### config.mk
export PLATFORM = sky130hd
export DESIGN_NAME = pll_ldr
export DESIGN_NICKNAME = d
export VERILOG_FILES = /design/src/rtl/pll_ldr_pkg.sv /design/src/rtl/pll_ldr_tick.sv /design/src/rtl/pll_ldr_frames.sv /design/src/rtl/pll_ldr.sv
export SDC_FILE = /design/constraint.sdc
export NUM_CORES = 1
export LEC_CHECK = 0
export BUFFER_PORTS_ARGS = -buffer_cell sky130_fd_sc_hd__buf_4
export CAP_MARGIN = 5
export CORE_MARGIN = 3
export CORE_UTILIZATION = 55
export CTS_CLUSTER_DIAMETER = 100
export CTS_CLUSTER_SIZE = 24
export DETAILED_ROUTE_END_ITERATION = 10
export HOLD_SLACK_MARGIN = 0.15
export PLACE_DENSITY_LB_ADDON = 0.1
export SYNTH_ARGS = -nofsm -noshare
export SYNTH_HDL_FRONTEND = slang
export SYNTH_SLANG_ARGS = --single-unit
### constraint.sdc
create_clock -name clk -period 4 [get_ports clk]
set_clock_uncertainty 0.1 [all_clocks]
set_input_delay 1 -clock clk [delete_from_list [all_inputs] [get_ports clk]]
set_output_delay 1 -clock clk [all_outputs]
set_load 0.05 [all_outputs]
### src/rtl/pll_ldr_pkg.sv
package pll_ldr_pkg;
    localparam int WORD_W    = 16;
    localparam int BITCNT_W  = $clog2(WORD_W);
    localparam int FRAME_CNT = 3;

    typedef enum logic [1:0] {
        PH_GAP,     // select high, waiting before the next frame
        PH_SETUP,   // clock low, data presented
        PH_HIGH,    // clock high, target samples
        PH_TAIL     // clock low after last bit, then latch
    } phase_e;

    typedef struct packed {
        phase_e                 ph;
        logic [1:0]             frame;
        logic [BITCNT_W-1:0]    bits_left;
        logic [WORD_W-1:0]      shreg;
        logic                   sclk;
        logic                   sen;
        logic                   sdata;
        logic                   done;
    } ldr_state_t;
endpackage

### src/rtl/pll_ldr_tick.sv
module pll_ldr_tick #(
    parameter int HALF_DIV = 4
) (
    input  logic clk,
    input  logic rst_n,
    output logic tick
);
    localparam int CW = (HALF_DIV > 1) ? $clog2(HALF_DIV) : 1;
    localparam logic [CW-1:0] LAST = CW'(HALF_DIV - 1);

    logic [CW-1:0] cnt_d, cnt_q;

    always_comb begin
        cnt_d = (cnt_q == LAST) ? '0 : cnt_q + 1'b1;
        tick  = (cnt_q == LAST);
    end

    always_ff @(posedge clk or negedge rst_n) begin
        if (!rst_n) cnt_q <= '0;
        else        cnt_q <= cnt_d;
    end
endmodule

### src/rtl/pll_ldr_frames.sv
module pll_ldr_frames
    import pll_ldr_pkg::*;
#(
    parameter logic [7:0]        SETUP_WORD = 8'h64,
    parameter logic [WORD_W-1:0] REF_DIV    = 16'h0028,
    parameter int                REF_LEN    = 15,
    parameter logic [WORD_W-1:0] MAIN_BASE  = 16'h036C,
    parameter int                CH_W       = 8
) (
    input  logic [1:0]          idx,
    input  logic [CH_W-1:0]     chan,
    output logic [WORD_W-1:0]   word,
    output logic [BITCNT_W-1:0] last_bit
);
    logic [WORD_W-1:0] main_sum;

    always_comb begin
        main_sum = MAIN_BASE + WORD_W'(chan);
        case (idx)
            2'd0: begin
                word     = {SETUP_WORD, {(WORD_W-8){1'b0}}};
                last_bit = BITCNT_W'(7);
            end
            2'd1: begin
                word     = REF_DIV << (WORD_W - REF_LEN);
                last_bit = BITCNT_W'(REF_LEN - 1);
            end
            default: begin
                word     = main_sum;
                last_bit = BITCNT_W'(WORD_W - 1);
            end
        endcase
    end
endmodule

### src/rtl/pll_ldr.sv
module pll_ldr
    import pll_ldr_pkg::*;
#(
    parameter int                HALF_DIV   = 4,
    parameter logic [7:0]        SETUP_WORD = 8'h64,
    parameter logic [WORD_W-1:0] REF_DIV    = 16'h0028,
    parameter int                REF_LEN    = 15,
    parameter logic [WORD_W-1:0] MAIN_BASE  = 16'h036C,
    parameter int                CH_W       = 8
) (
    input  logic            clk,
    input  logic            rst_n,
    input  logic [CH_W-1:0] chan_sel,
    output logic            syn_en,
    output logic            syn_clk,
    output logic            syn_data,
    output logic            done
);
    localparam logic [1:0] LAST_FRAME = 2'(FRAME_CNT);

    ldr_state_t s_d, s_q;
    logic                tick;
    logic [WORD_W-1:0]   fr_word;
    logic [BITCNT_W-1:0] fr_last;

    pll_ldr_tick #(.HALF_DIV(HALF_DIV)) u_tick (
        .clk   (clk),
        .rst_n (rst_n),
        .tick  (tick)
    );

    pll_ldr_frames #(
        .SETUP_WORD (SETUP_WORD),
        .REF_DIV    (REF_DIV),
        .REF_LEN    (REF_LEN),
        .MAIN_BASE  (MAIN_BASE),
        .CH_W       (CH_W)
    ) u_frames (
        .idx      (s_q.frame),
        .chan     (chan_sel),
        .word     (fr_word),
        .last_bit (fr_last)
    );

    always_comb begin
        s_d = s_q;
        if (tick) begin
            case (s_q.ph)
                PH_GAP: begin
                    if (s_q.frame == LAST_FRAME) begin
                        s_d.done = 1'b1;
                    end else begin
                        s_d.sen       = 1'b0;
                        s_d.shreg     = fr_word;
                        s_d.sdata     = fr_word[WORD_W-1];
                        s_d.bits_left = fr_last;
                        s_d.ph        = PH_SETUP;
                    end
                end
                PH_SETUP: begin
                    s_d.sclk = 1'b1;
                    s_d.ph   = PH_HIGH;
                end
                PH_HIGH: begin
                    s_d.sclk = 1'b0;
                    if (s_q.bits_left == '0) begin
                        s_d.ph = PH_TAIL;
                    end else begin
                        s_d.shreg     = s_q.shreg << 1;
                        s_d.sdata     = s_q.shreg[WORD_W-2];
                        s_d.bits_left = s_q.bits_left - 1'b1;
                        s_d.ph        = PH_SETUP;
                    end
                end
                default: begin
                    s_d.sen   = 1'b1;
                    s_d.sdata = 1'b0;
                    s_d.frame = s_q.frame + 1'b1;
                    s_d.ph    = PH_GAP;
                end
            endcase
        end
    end

    always_ff @(posedge clk or negedge rst_n) begin
        if (!rst_n) begin
            s_q.ph        <= PH_GAP;
            s_q.frame     <= '0;
            s_q.bits_left <= '0;
            s_q.shreg     <= '0;
            s_q.sclk      <= 1'b0;
            s_q.sen       <= 1'b1;
            s_q.sdata     <= 1'b0;
            s_q.done      <= 1'b0;
        end else begin
            s_q <= s_d;
        end
    end

    assign syn_en   = s_q.sen;
    assign syn_clk  = s_q.sclk;
    assign syn_data = s_q.sdata;
    assign done     = s_q.done;
endmodule

==> impl_metrics.tcl <==
set metrics [dict create \
    status "finished clean" \
    yosys-top-cells-count "28 x dfrtp_1, 20 x nor2_1, 19 x nand2_1, 12 x ha_1, 11 x o21ai_0" \
    num_vias 1200 \
    synth_flop_cell "dfrtp_1" \
    slew-limit-headroom_pct 42.0 \
    period_minus_slack_ps 2850 \
    firstDrtPassIters 4 \
    arrival_ps 2960 \
    cts_buffers 5 \
    drv_cap 0 \
    post_drt_wl_per_cell_microns 14.4 \
    synth-edff-count 0 \
    core_region_area_sq_um 2590 \
    hold_buffers 0 \
    rows 18 \
    syn2layout_area_growth_pct 9.74 \
    synthArstFlopShare_pct 100 \
    synthesis.area_per_instance_sq_um 9.48 \
    worst_pin_slew_ps 869 \
    final.setup.tns_ps 0 \
    cts_tree "built" \
    htreeDepth 2 \
    die_area_sq_um 3500 \
    root_buffer "clkbuf_4" \
    setup_viol_count_final 0 \
    critPathMaxFanout 28 \
    critPathRequiredTime_ps 4110 \
    finalNonFillerCells 207 \
    drc_errors 0 \
    synth_most_common_cell "dfrtp_1" \
    drive_gt1_share_pct 16.4 \
    slew_viol_final 0 \
    clk_latency_ps 320 \
    finalHoldViolations 0 \
    fin_nets 199 \
    totalPowerFinal_mw 0.495 \
    fp.dieW_microns 59.2 \
    synth_top_area_share_pct 45.1 \
    synthDistinctLibCells 36 \
    cts_sinks 29 \
    period_share_pct 71.2 \
    yosys.area.top_type "dfrtp_1" \
    port_buffers 13 \
    antenna_cells 0 \
    gp_congestion 0.835 \
    max_freq_ghz 0.351 \
    dp_hpwl_microns 2190 \
    wl_met1_microns 1340 \
    routed-wl-met2_microns 1420 \
    cts_setup_buffers 0 \
    critPathKind "reg -> reg" \
    drt_iter0_drc 44 \
    routed-wl-met3_microns 132 \
    p_leak_nw 0.797 \
    grt_max_degree 30 \
    end_kind "register" \
    first_global_vias 1203 \
    cts_buffer_depth 2 \
    grtUsageTotal_pct 20.3 \
    hold_path.class "reg -> reg" \
    postRouteAntennaNets 0 \
    top_level_ports 14 \
    viasPerCell 5.80 \
    syn_area_sq_um 1550 \
    yosysWarnings 0 \
    synthesis.instances 164 \
    ys_seq_area_share_pct 46.8 \
    start_kind "register" \
    place_inst 200 \
    cts_resized 0 \
    die_h_microns 59.2 \
    ys_ff_latch 29 \
    syn_nets 186 \
    rsz0062_at_grt "false" \
    path_clk_slew_ps 90 \
    start_util_pct 60.0 \
    overflow 0 \
    p_per_area_nw_per_um2 290 \
    drt-total-wl_microns 2970 \
    vdd.ir_drop.worst_uv 244 \
    synth_area_leaders "dfrtp_1 45%, ha_1 9.7%, nor2_1 4.8%" \
    highest_layer "met4" \
    antenna_found_initial 0 \
    grt_pass1_wl_microns 5240 \
]
worst paths after layout:
check | start | end | slack (ps) | cells after the start
worst max-delay path | s_q[26] | s_q[8] | 1150 | 5
worst min register to register | u_tick.cnt_q[0] | u_tick.cnt_q[0] | 330 | 1
min in group asynchronous | rst_n | syn_clk | 480 | 1
max in group asynchronous | rst_n | syn_en | 3010 | 1
worst max register to register | s_q[26] | s_q[8] | 1150 | 5
worst min-delay path | u_tick.cnt_q[0] | u_tick.cnt_q[0] | 330 | 1
kinds of logic after synthesis:
group | Yosys count | synth area share (%)
and+or+nand+nor | 57 | 17.1
AOI/OAI and AO/OA | 44 | 18.4
DFF | 29 | 46.8
buffers and inverters | 17 | 4.91
adders and majority gates | 12 | 9.66
xor gates and xnor gates | 3 | 1.69
muxes | 2 | 1.45
routing by layer:
layer,GRT usage (%),vias to the layer above
li1,-,595
met1,24.4,568
met2,32.2,27
met3,6.97,10
met4,10.4,0
met5,0,-
layout make-up:
class                   count  area [sq um]
fillers                   208           885
multi-input cells         118           751
flip-flops and latches     29           727
repair buffers             13          97.6
clock buffers               7          55.1
inverters                  10          37.5
well taps                  30          37.5
per-stage QoR:
stage | util, % | area [sq um] | hold WS [ps] | setup slack, ps
after floorplan | - | 1550 | 303 | 1850
after global placement | 63.7 | 1650 | 314 | 1270
after detailed placement | 63.7 | 1650 | 320 | 1170
after CTS | 65.8 | 1710 | 341 | 1160
after global routing | 65.8 | 1710 | 366 | 944
final | 65.8 | 1710 | 335 | 1150
layout by cell type (no fill, tap or decap), types with 4 or more instances in the layout:
cell type	instances
dfrtp_1	28
a221oi_1	5
ha_1	12
o21ai_0	11
clkbuf_4	5
a21oi_1	7
buf_4	13
o21ai_1	6
nor2_1	20
inv_1	10
o31ai_1	4
nand2_1	19
state kept, by name (all words and copies together), names as in the netlist:
name / count
done: 1
s_q: 23
syn_clk: 1
syn_data: 1
syn_en: 1
u_tick.cnt_q: 2
power breakdown:
group / internal (mW) / switching [mW]
logic: 0.00986 / 0.0127
clock network: 0.0828 / 0.0968
registers: 0.293 / 0
critical path, cell delays in order (launching register included):
cell	delay, ps
dfrtp_1	420
inv_1	100
ha_1	740
nor2_1	220
nor3_2	750
mux2_2	410
No activity file was read; power rests on OpenSTA's default activity.
